`config.mk`:
```
export PLATFORM = sky130hd
export DESIGN_NAME = cpuif_ack_unit
export DESIGN_NICKNAME = d
export VERILOG_FILES = /design/src/rtl/cpuif_pkg.sv /design/src/rtl/cpuif_gate.sv /design/src/rtl/cpuif_prio_stack.sv /design/src/rtl/cpuif_ack_unit.sv
export SDC_FILE = /design/constraint.sdc
export NUM_CORES = 1
export LEC_CHECK = 0
export ABC_CLOCK_PERIOD_IN_PS = 3800
export CORE_MARGIN = 4
export CORE_UTILIZATION = 30
export DETAILED_ROUTE_END_ITERATION = 12
export PLACE_DENSITY = 0.62
export SYNTH_ARGS = -nofsm -noshare
export SYNTH_HDL_FRONTEND = slang
export SYNTH_HIERARCHICAL = 1
export SYNTH_SLANG_ARGS = --single-unit
```
`constraint.sdc`:
```
create_clock -name clk_i -period 3.8 [get_ports clk_i]
set_clock_uncertainty 0.15 [all_clocks]
set_input_delay 0.76 -clock clk_i [delete_from_list [all_inputs] [get_ports clk_i]]
set_output_delay 0.76 -clock clk_i [all_outputs]
set_load 0.03 [all_outputs]
```
`src/rtl/cpuif_pkg.sv`:
```
package cpuif_pkg;
  localparam int unsigned ID_W   = 10;
  localparam int unsigned SRC_W  = 3;
  localparam int unsigned PRIO_W = 8;
  localparam int unsigned DATA_W = 32;
  localparam int unsigned ADDR_W = 8;

  localparam logic [ID_W-1:0]   ID_SPURIOUS = 10'd1023;
  localparam logic [PRIO_W-1:0] PRIO_IDLE   = '1;

  localparam logic [ADDR_W-1:0] OFF_CTRL = 8'h00;
  localparam logic [ADDR_W-1:0] OFF_MASK = 8'h04;
  localparam logic [ADDR_W-1:0] OFF_ACK  = 8'h0C;
  localparam logic [ADDR_W-1:0] OFF_EOI  = 8'h10;
  localparam logic [ADDR_W-1:0] OFF_RUN  = 8'h14;
  localparam logic [ADDR_W-1:0] OFF_HIGH = 8'h18;

  function automatic logic [DATA_W-1:0] id_word(logic [SRC_W-1:0] src, logic [ID_W-1:0] id);
    return {{(DATA_W-SRC_W-ID_W){1'b0}}, src, id};
  endfunction
endpackage

```
`src/rtl/cpuif_gate.sv`:
```
module cpuif_gate #(
  parameter int unsigned PW = 8
) (
  input  logic          en_i,
  input  logic          valid_i,
  input  logic [PW-1:0] prio_i,
  input  logic [PW-1:0] mask_i,
  input  logic [PW-1:0] run_i,
  input  logic          full_i,
  output logic          hit_o
);
  // strict compares: equal priority never preempts
  assign hit_o = en_i & valid_i & (prio_i < mask_i) & (prio_i < run_i) & ~full_i;
endmodule

```
`src/rtl/cpuif_prio_stack.sv`:
```
module cpuif_prio_stack #(
  parameter int unsigned DEPTH = 4,
  parameter int unsigned PW    = 8
) (
  input  logic                         clk_i,
  input  logic                         rst_ni,
  input  logic                         push_i,
  input  logic                         pop_i,
  input  logic [PW-1:0]                push_val_i,
  output logic [PW-1:0]                top_o,
  output logic [$clog2(DEPTH+1)-1:0]   depth_o,
  output logic                         full_o
);
  localparam int unsigned CW = $clog2(DEPTH+1);
  localparam int unsigned IW = (DEPTH > 1) ? $clog2(DEPTH) : 1;

  logic [PW-1:0] mem_q [DEPTH];
  logic [CW-1:0] cnt_q;
  logic [IW-1:0] wr_idx, top_idx;

  assign wr_idx  = IW'(cnt_q);
  assign top_idx = IW'(cnt_q - CW'(1));
  assign full_o  = (cnt_q == CW'(DEPTH));
  assign depth_o = cnt_q;
  assign top_o   = (cnt_q == '0) ? '1 : mem_q[top_idx];

  always_ff @(posedge clk_i or negedge rst_ni) begin
    if (!rst_ni) begin
      cnt_q <= '0;
      for (int i = 0; i < DEPTH; i++) mem_q[i] <= '1;
    end else if (push_i && !full_o) begin
      mem_q[wr_idx] <= push_val_i;
      cnt_q         <= cnt_q + CW'(1);
    end else if (pop_i && cnt_q != '0) begin
      cnt_q <= cnt_q - CW'(1);
    end
  end
endmodule

```
`src/rtl/cpuif_ack_unit.sv`:
```
module cpuif_ack_unit
  import cpuif_pkg::*;
#(
  parameter int unsigned STACK_DEPTH = 4
) (
  input  logic              clk_i,
  input  logic              rst_ni,
  input  logic              cand_valid_i,
  input  logic [ID_W-1:0]   cand_id_i,
  input  logic [SRC_W-1:0]  cand_src_i,
  input  logic [PRIO_W-1:0] cand_prio_i,
  input  logic              reg_sel_i,
  input  logic              reg_wr_i,
  input  logic [ADDR_W-1:0] reg_addr_i,
  input  logic [DATA_W-1:0] reg_wdata_i,
  output logic [DATA_W-1:0] reg_rdata_o,
  output logic              irq_o,
  output logic              act_vld_o,
  output logic [ID_W-1:0]   act_id_o,
  output logic              eoi_vld_o,
  output logic [ID_W-1:0]   eoi_id_o
);
  localparam int unsigned CW = $clog2(STACK_DEPTH+1);

  logic              en_q;
  logic [PRIO_W-1:0] pmask_q, run_q, stk_top;
  logic [CW-1:0]     stk_depth;
  logic              stk_full, hit;
  logic              ack_rd, eoi_wr, take, retire;
  logic              unused_wdata;

  assign unused_wdata = ^reg_wdata_i[DATA_W-1:ID_W];

  cpuif_gate #(.PW(PRIO_W)) gate_i (
    .en_i(en_q), .valid_i(cand_valid_i), .prio_i(cand_prio_i),
    .mask_i(pmask_q), .run_i(run_q), .full_i(stk_full), .hit_o(hit)
  );

  assign ack_rd = reg_sel_i & ~reg_wr_i & (reg_addr_i == OFF_ACK);
  assign eoi_wr = reg_sel_i &  reg_wr_i & (reg_addr_i == OFF_EOI);
  assign take   = ack_rd & hit;
  assign retire = eoi_wr & (stk_depth != '0) & (reg_wdata_i[ID_W-1:0] != ID_SPURIOUS);

  cpuif_prio_stack #(.DEPTH(STACK_DEPTH), .PW(PRIO_W)) stack_i (
    .clk_i, .rst_ni,
    .push_i(take), .pop_i(retire), .push_val_i(run_q),
    .top_o(stk_top), .depth_o(stk_depth), .full_o(stk_full)
  );

  always_ff @(posedge clk_i or negedge rst_ni) begin
    if (!rst_ni) begin
      en_q    <= 1'b0;
      pmask_q <= '0;
      run_q   <= PRIO_IDLE;
    end else begin
      if (reg_sel_i && reg_wr_i && reg_addr_i == OFF_CTRL) en_q    <= reg_wdata_i[0];
      if (reg_sel_i && reg_wr_i && reg_addr_i == OFF_MASK) pmask_q <= reg_wdata_i[PRIO_W-1:0];
      if (take)        run_q <= cand_prio_i;
      else if (retire) run_q <= stk_top;
    end
  end

  always_comb begin
    unique case (reg_addr_i)
      OFF_CTRL: reg_rdata_o = {{(DATA_W-1){1'b0}}, en_q};
      OFF_MASK: reg_rdata_o = {{(DATA_W-PRIO_W){1'b0}}, pmask_q};
      OFF_ACK:  reg_rdata_o = hit ? id_word(cand_src_i, cand_id_i) : DATA_W'(ID_SPURIOUS);
      OFF_RUN:  reg_rdata_o = {{(DATA_W-PRIO_W){1'b0}}, run_q};
      OFF_HIGH: reg_rdata_o = cand_valid_i ? id_word(cand_src_i, cand_id_i) : DATA_W'(ID_SPURIOUS);
      default:  reg_rdata_o = '0;
    endcase
  end

  // drop request while the acknowledge is in flight
  assign irq_o     = hit & ~ack_rd;
  assign act_vld_o = take;
  assign act_id_o  = cand_id_i;
  assign eoi_vld_o = retire;
  assign eoi_id_o  = reg_wdata_i[ID_W-1:0];
endmodule

```
Word level (Yosys, flattened, before mapping):

Index checks and enable logic that the tools add are counted.

* $add $sub $neg: 2
* equality and inequality tests: 7
* multiplexer cells: 14
* $lt $le $gt $ge: 5
* bitwise logic cells: 17
* reduce and logical (&&, ||, !) cells: 12

Operators by type and width (number)
* case mux 13 bit (5 select lines): 1
* 2-to-1 mux 8 bit: 6
* bitwise mux 32 bit: 1
* 2-to-1 mux 13 bit: 2
* == test 8 x 5 -> 1 bit (second input constant): 3
* binary-select mux 8 bit (select 2 bit): 1
* demux 8 bit (select 2 bit): 1
* less-than comparator 8 bit: 2
* AND 1 bit: 12
* inequality test 10 bit (second input constant): 1
* == test 8 x 3 -> 1 bit (second input constant): 1
* == test 8 x 4 -> 1 bit (second input constant): 1
* zero test 8 bit: 1
* greater-or-equal comparator 3 bit (second input constant): 2
* logical AND 1 bit: 6
* 2-to-1 mux 3 bit: 2
* inverter 2 -> 3 bit: 2
* nonzero test 2 bit: 2
* adder 3 x 1 -> 3 bit (second input constant): 1
* == test 3 bit (second input constant): 1
* zero test 3 bit: 1
* less-than comparator 3 x 1 -> 1 bit (second input constant): 1
* inverter 1 bit: 3
* nonzero test 3 bit: 1
* other kinds (2): 2

* bits in registers: 52
* output and inout port bits: 55

Longest topological paths before layout:

* depth after elaboration: 8
* depth in mapped cells: 16

By module:

The synthesis kept the hierarchy.

Modules (own cells, without submodules)
* cpuif_prio_stack: instances 1, area each 1795.5 um^2, cells an instance 121
* cpuif_ack_unit: instances 1, area each 1599.0 um^2, cells an instance 187
* cpuif_gate: instances 1, area each 372.9 um^2, cells an instance 50

Least setup slack after synthesis:

OpenSTA, ideal clock, no wires.

* path kind: flip-flop to flip-flop
* from: reg stack_i.cnt_q[0] (netlist: stack_i/depth_o[0])
* to: reg stack_i/mem_q[0] in the netlist's numbering
* data required time: 3.568 ns
* data arrival time: 3.358 ns
* setup slack: 0.210 ns
* period minus slack after synthesis: 3.590 ns
* buffers on the path: 3
* cell stages (with the launch flop): 17
* cells stage by stage: dfrtp_1 buf_4 inv_1 ha_1 nand2_1 inv_1 nor2_1 and4_1 nand4_1 a211oi_2 or4b_1 buf_2 buf_6 inv_2 a21boi_4 nand2_4 mux2_2

* elaborated cells between the ends (all ways): 13

RTL lines
* from (decl): RTL line cpuif_prio_stack.sv:18 `logic [CW-1:0] cnt_q;`
* from (signal assigned): RTL line cpuif_prio_stack.sv:33 `cnt_q <= cnt_q + CW'(1);`
* from (signal assigned): RTL line cpuif_prio_stack.sv:35 `cnt_q <= cnt_q - CW'(1);`
* == test 3 bit: RTL line cpuif_prio_stack.sv:23 `assign full_o = (cnt_q == CW'(DEPTH));`
* named net stk_full: RTL line cpuif_ack_unit.sv:28 `logic stk_full, hit;`
* inverter 1 bit: RTL line cpuif_gate.sv:13 `assign hit_o = en_i & valid_i & (prio_i < mask_i) & (prio_i < run_i) & ~full_i;`
* AND 1 bit: RTL line cpuif_gate.sv:13
* named net hit: RTL line cpuif_ack_unit.sv:28
* AND 1 bit: RTL line cpuif_ack_unit.sv:41 `assign take = ack_rd & hit;`
* named net act_vld_o: RTL line cpuif_ack_unit.sv:18 `output logic act_vld_o,`
* logical AND 1 bit: RTL line cpuif_prio_stack.sv:31 `end else if (push_i && !full_o) begin`
* to (signal, indexed assignment): RTL line cpuif_prio_stack.sv:32 `mem_q[wr_idx] <= push_val_i;`
* to (decl): RTL line cpuif_prio_stack.sv:17 `logic [PW-1:0] mem_q [DEPTH];`

The timed path passes the listed nets, and every way through them passes these cells.
A chain may end at the register's enable or synchronous reset.

Worst setup path after layout:

* from: in cand_valid_i
* to: out act_vld_o

* word-level cells in the longest chain between the ends: 5

RTL lines
* from (decl): RTL line cpuif_ack_unit.sv:8 `input logic cand_valid_i,`
* AND 1 bit (4 in a row): RTL line cpuif_gate.sv:13
* named net hit: RTL line cpuif_ack_unit.sv:28
* AND 1 bit: RTL line cpuif_ack_unit.sv:41
* to (decl): RTL line cpuif_ack_unit.sv:18

The timed path passes the listed nets, and every way through them passes these cells.

==> impl_metrics.env <==
export IMPL_status="complete, no violations"
export IMPL_maxSlewHeadroom_pct=51.0
export IMPL_cts_tree="done"
export IMPL_drtPass1Iterations=4
export IMPL_portBuffers=79
export IMPL_dieArea_sq_mm=0.0144
export IMPL_drt_initial_drc_count=134
export IMPL_drive_above_1_share_pct=43.9
export IMPL_avgViaCountPerCell=4.75
export IMPL_pre_cts_ws_ps=-612
export IMPL_fin_nets=533
export IMPL_cts_hold_fix_buffers=0
export IMPL_hold_class="in2async"
export IMPL_grt_max_degree=33
export IMPL_wire_per_inst_um=15.6
export IMPL_ys_flop_type="dfstp_2"
export IMPL_setup_ws_ps=87.5
export IMPL_crit_type="in2out"
export IMPL_dp_cells=604
export IMPL_setup_worst_path_start_class="input port"
export IMPL_grt_setup_unrepaired="false"
export IMPL_num_vias=2933
export IMPL_die_x_um=120
export IMPL_area_delta_synth_final_pct=31.7
export IMPL_gr_total_overflow=0
export IMPL_synth_largest_area_cell="dfstp_2"
export IMPL_arrival_ps=2800
export IMPL_internal_power_mw=0.932
export IMPL_clk_latency_ps=290
export IMPL_async_flop_share_pct=100
export IMPL_nFillCells=1180
export IMPL_grt_antenna_before_repair=0
export IMPL_min_period_over_period_pct=97.7
export IMPL_utilization_pct=40.8
export IMPL_layout_min_cycle_time_ps=3710
export IMPL_peakVddDrop_uv=263
export IMPL_switching_share_pct=27.9
export IMPL_whs_ps=382
export IMPL_avgSynthCellArea_sq_um=10.5
export IMPL_clockPowerShare_pct=34.3
export IMPL_cellLeakagePower_nw=2.08
export IMPL_clock_sinks=52
export IMPL_worst_slew_pin_slew_ps=735
export IMPL_antennaDiodeCount=0
export IMPL_core_sq_mm=0.0122
export IMPL_finalSetupTns_ps=0
export IMPL_grt_usage_pct=13.2
export IMPL_crit_required_ps=2890
export IMPL_startpoint="cand_valid_i"
export IMPL_drv_cap=0
export IMPL_finalMaxSlewViolations=0
export IMPL_postRouteWirelength_um=9600
export IMPL_synth_cell_type_count=56
export IMPL_htreeDepth=2
export IMPL_clk_pin_slew_ps=60
export IMPL_powerDensity_mw_per_mm2=261
export IMPL_drc=0
export IMPL_power_frac_comb_pct=21.9
export IMPL_setup_violations=0
export IMPL_first_global_vias=2974
export IMPL_ant_nets=0
export IMPL_seqPwrFrac_pct=43.8
export IMPL_grt_pass1_wl_um=15600
export IMPL_die_height_um=120
export IMPL_ys_seq_elements=52
export IMPL_rows=40
export IMPL_hpwl_um=7530
export IMPL_synth_top_area_share_pct=27.9
export IMPL_synth_edf_count=0
export IMPL_ys_top_cells_by_area="dfstp_2 (28%), mux2_2 (13%), buf_4 (8.0%), dfrtp_1 (8.0%), ha_1 (6.3%)"
export IMPL_syn_cell_area_sq_mm=0.00377
export IMPL_ys_seq_area_share_pct=35.9
export IMPL_initial_core_util_pct=31.0
export IMPL_yosysWarnings=6
export IMPL_power_switching_mw=0.360
export IMPL_cts_buffers=5
export IMPL_path_max_fanout=5
export IMPL_syn_inst=358
export IMPL_r2r_start="run_q[1]"
export IMPL_fmax_mhz=269
export IMPL_hold_violations=0
export IMPL_clockRootBuffer="clkbuf_16"
export IMPL_place_congestion=0.825
export IMPL_endpoint_kind="output pin"
export IMPL_cts_path_max_buffers=2
export IMPL_io_pins=121
export IMPL_fin_cells=617
-- area by class of cell --
type / instances / area, sq um / share of cell area, %
clock buffers: 6 / 129 / 2.60
clock inverters: 2 / 15.0 / 0.303
inverters: 19 / 73.8 / 1.49
multi-input cells: 251 / 2140 / 43.1
flip-flops and latches: 52 / 1350 / 27.2
well taps: 168 / 210 / 4.24
repair buffers: 119 / 1040 / 21.0
-- per-layer routing --
layer	track usage [%]	up-vias	routed length, um
met5	0	-	0
met4	2.00	0	51
met3	1.70	6	227
met2	21.8	53	4830
met1	18.7	1472	4490
li1	-	1402	-
-- kinds of logic after synthesis --
logic type	synth area share, %
AND/OR/NAND/NOR	15.5
AO/OA/AOI/OAI	10.9
multiplexers	19.7
buffers and inverters	11.6
adder cells (fa/ha/maj)	6.31
flip-flops	35.9
other	0.0995
-- cell usage in the layout (no fill, tap or decap), types with 7 or more instances in the layout --
| master | netlist | routed |
|---|---|---|
| clkdlybuf4s50_1 | 0 | 54 |
| buf_4 | 40 | 46 |
| mux2_2 | 42 | 42 |
| dfstp_2 | 40 | 40 |
| conb_1 | 1 | 19 |
| inv_1 | 18 | 18 |
| nor2_1 | 15 | 15 |
| ha_1 | 19 | 14 |
| dfrtp_1 | 12 | 12 |
| nand2_1 | 12 | 11 |
| nor3_1 | 10 | 10 |
| o21ai_0 | 11 | 10 |
| or2_2 | 9 | 9 |
| a21oi_2 | 8 | 9 |
| nand2b_1 | 9 | 9 |
| nor2b_1 | 9 | 9 |
| mux2i_1 | 9 | 9 |
| a22oi_1 | 8 | 8 |
| mux4_2 | 8 | 8 |
| a31oi_1 | 7 | 7 |
-- per-stage QoR --
step                      power [mW]  instance area (sq um)
after CTS                       1.31                   4970
after global routing            1.36                   4960
after global placement         0.850                   4730
final                           1.29                   4960
after detailed placement       0.854                   4730
after floorplan                0.750                   3830
-- worst paths after layout --
path / end / slack [ps] / depth (start not counted)
min reg2reg: pmask_q[4] / 390 / 1
max reg2reg: stack_i/mem_q[7] / 320 / 14
max in group asynchronous: stack_i/mem_q[14] / 2320 / 2
min in group clk_i: pmask_q[4] / 390 / 1
max: act_vld_o / 90 / 10
min: pmask_q[3] / 380 / 1
-- sequential cells by signal (all words and copies together) (netlist names) --
register / flops
stack_i/mem_q: 32
pmask_q: 8
stack_i/depth_o: 3
run_q: 8
en_q: 1
-- cells in the mapped netlist (all sizes together), types with 2 or more instances --
master / count
o211ai: 3
a211o: 3
nand2b: 9
nor2b: 9
dfstp: 40
nand2: 16
a211oi: 2
o21ai: 11
a21oi: 14
clkbuf: 10
a31oi: 7
or2: 9
nand3: 5
mux4: 8
inv: 19
ha: 19
a21o: 2
buf: 44
nand4: 5
nor4: 2
or3: 2
and2: 3
mux2: 42
mux2i: 9
a22oi: 8
nor2: 17
nor3: 11
dfrtp: 12
and4: 2
nand4b: 2
-- critical path: stages --
cell and delay [ps]:
clkdlybuf4s50_1 500, nand2b_1 90, a221oi_2 180, nand4_1 130
a211oi_2 160, buf_4 170, buf_4 120, or4b_4 480
inv_4 80, buf_6 130
-- repair_timing --
item,4_1_cts,5_1_grt
endpoints found under the setup margin,40,9
pin swaps,3,4
setup buffers,4,1
resized for setup,49,17
-- power by group through the flow --
stage | sequential (mW) | clock [mW] | combinational [mW]
after global routing | 0.567 | 0.485 | 0.308
after CTS | 0.566 | 0.459 | 0.284
after floorplan | 0.577 | 0 | 0.173
after detailed placement | 0.575 | 0 | 0.279
final | 0.566 | 0.443 | 0.283
after global placement | 0.575 | 0 | 0.275
Note: power is estimated with default switching activity, not from simulation.
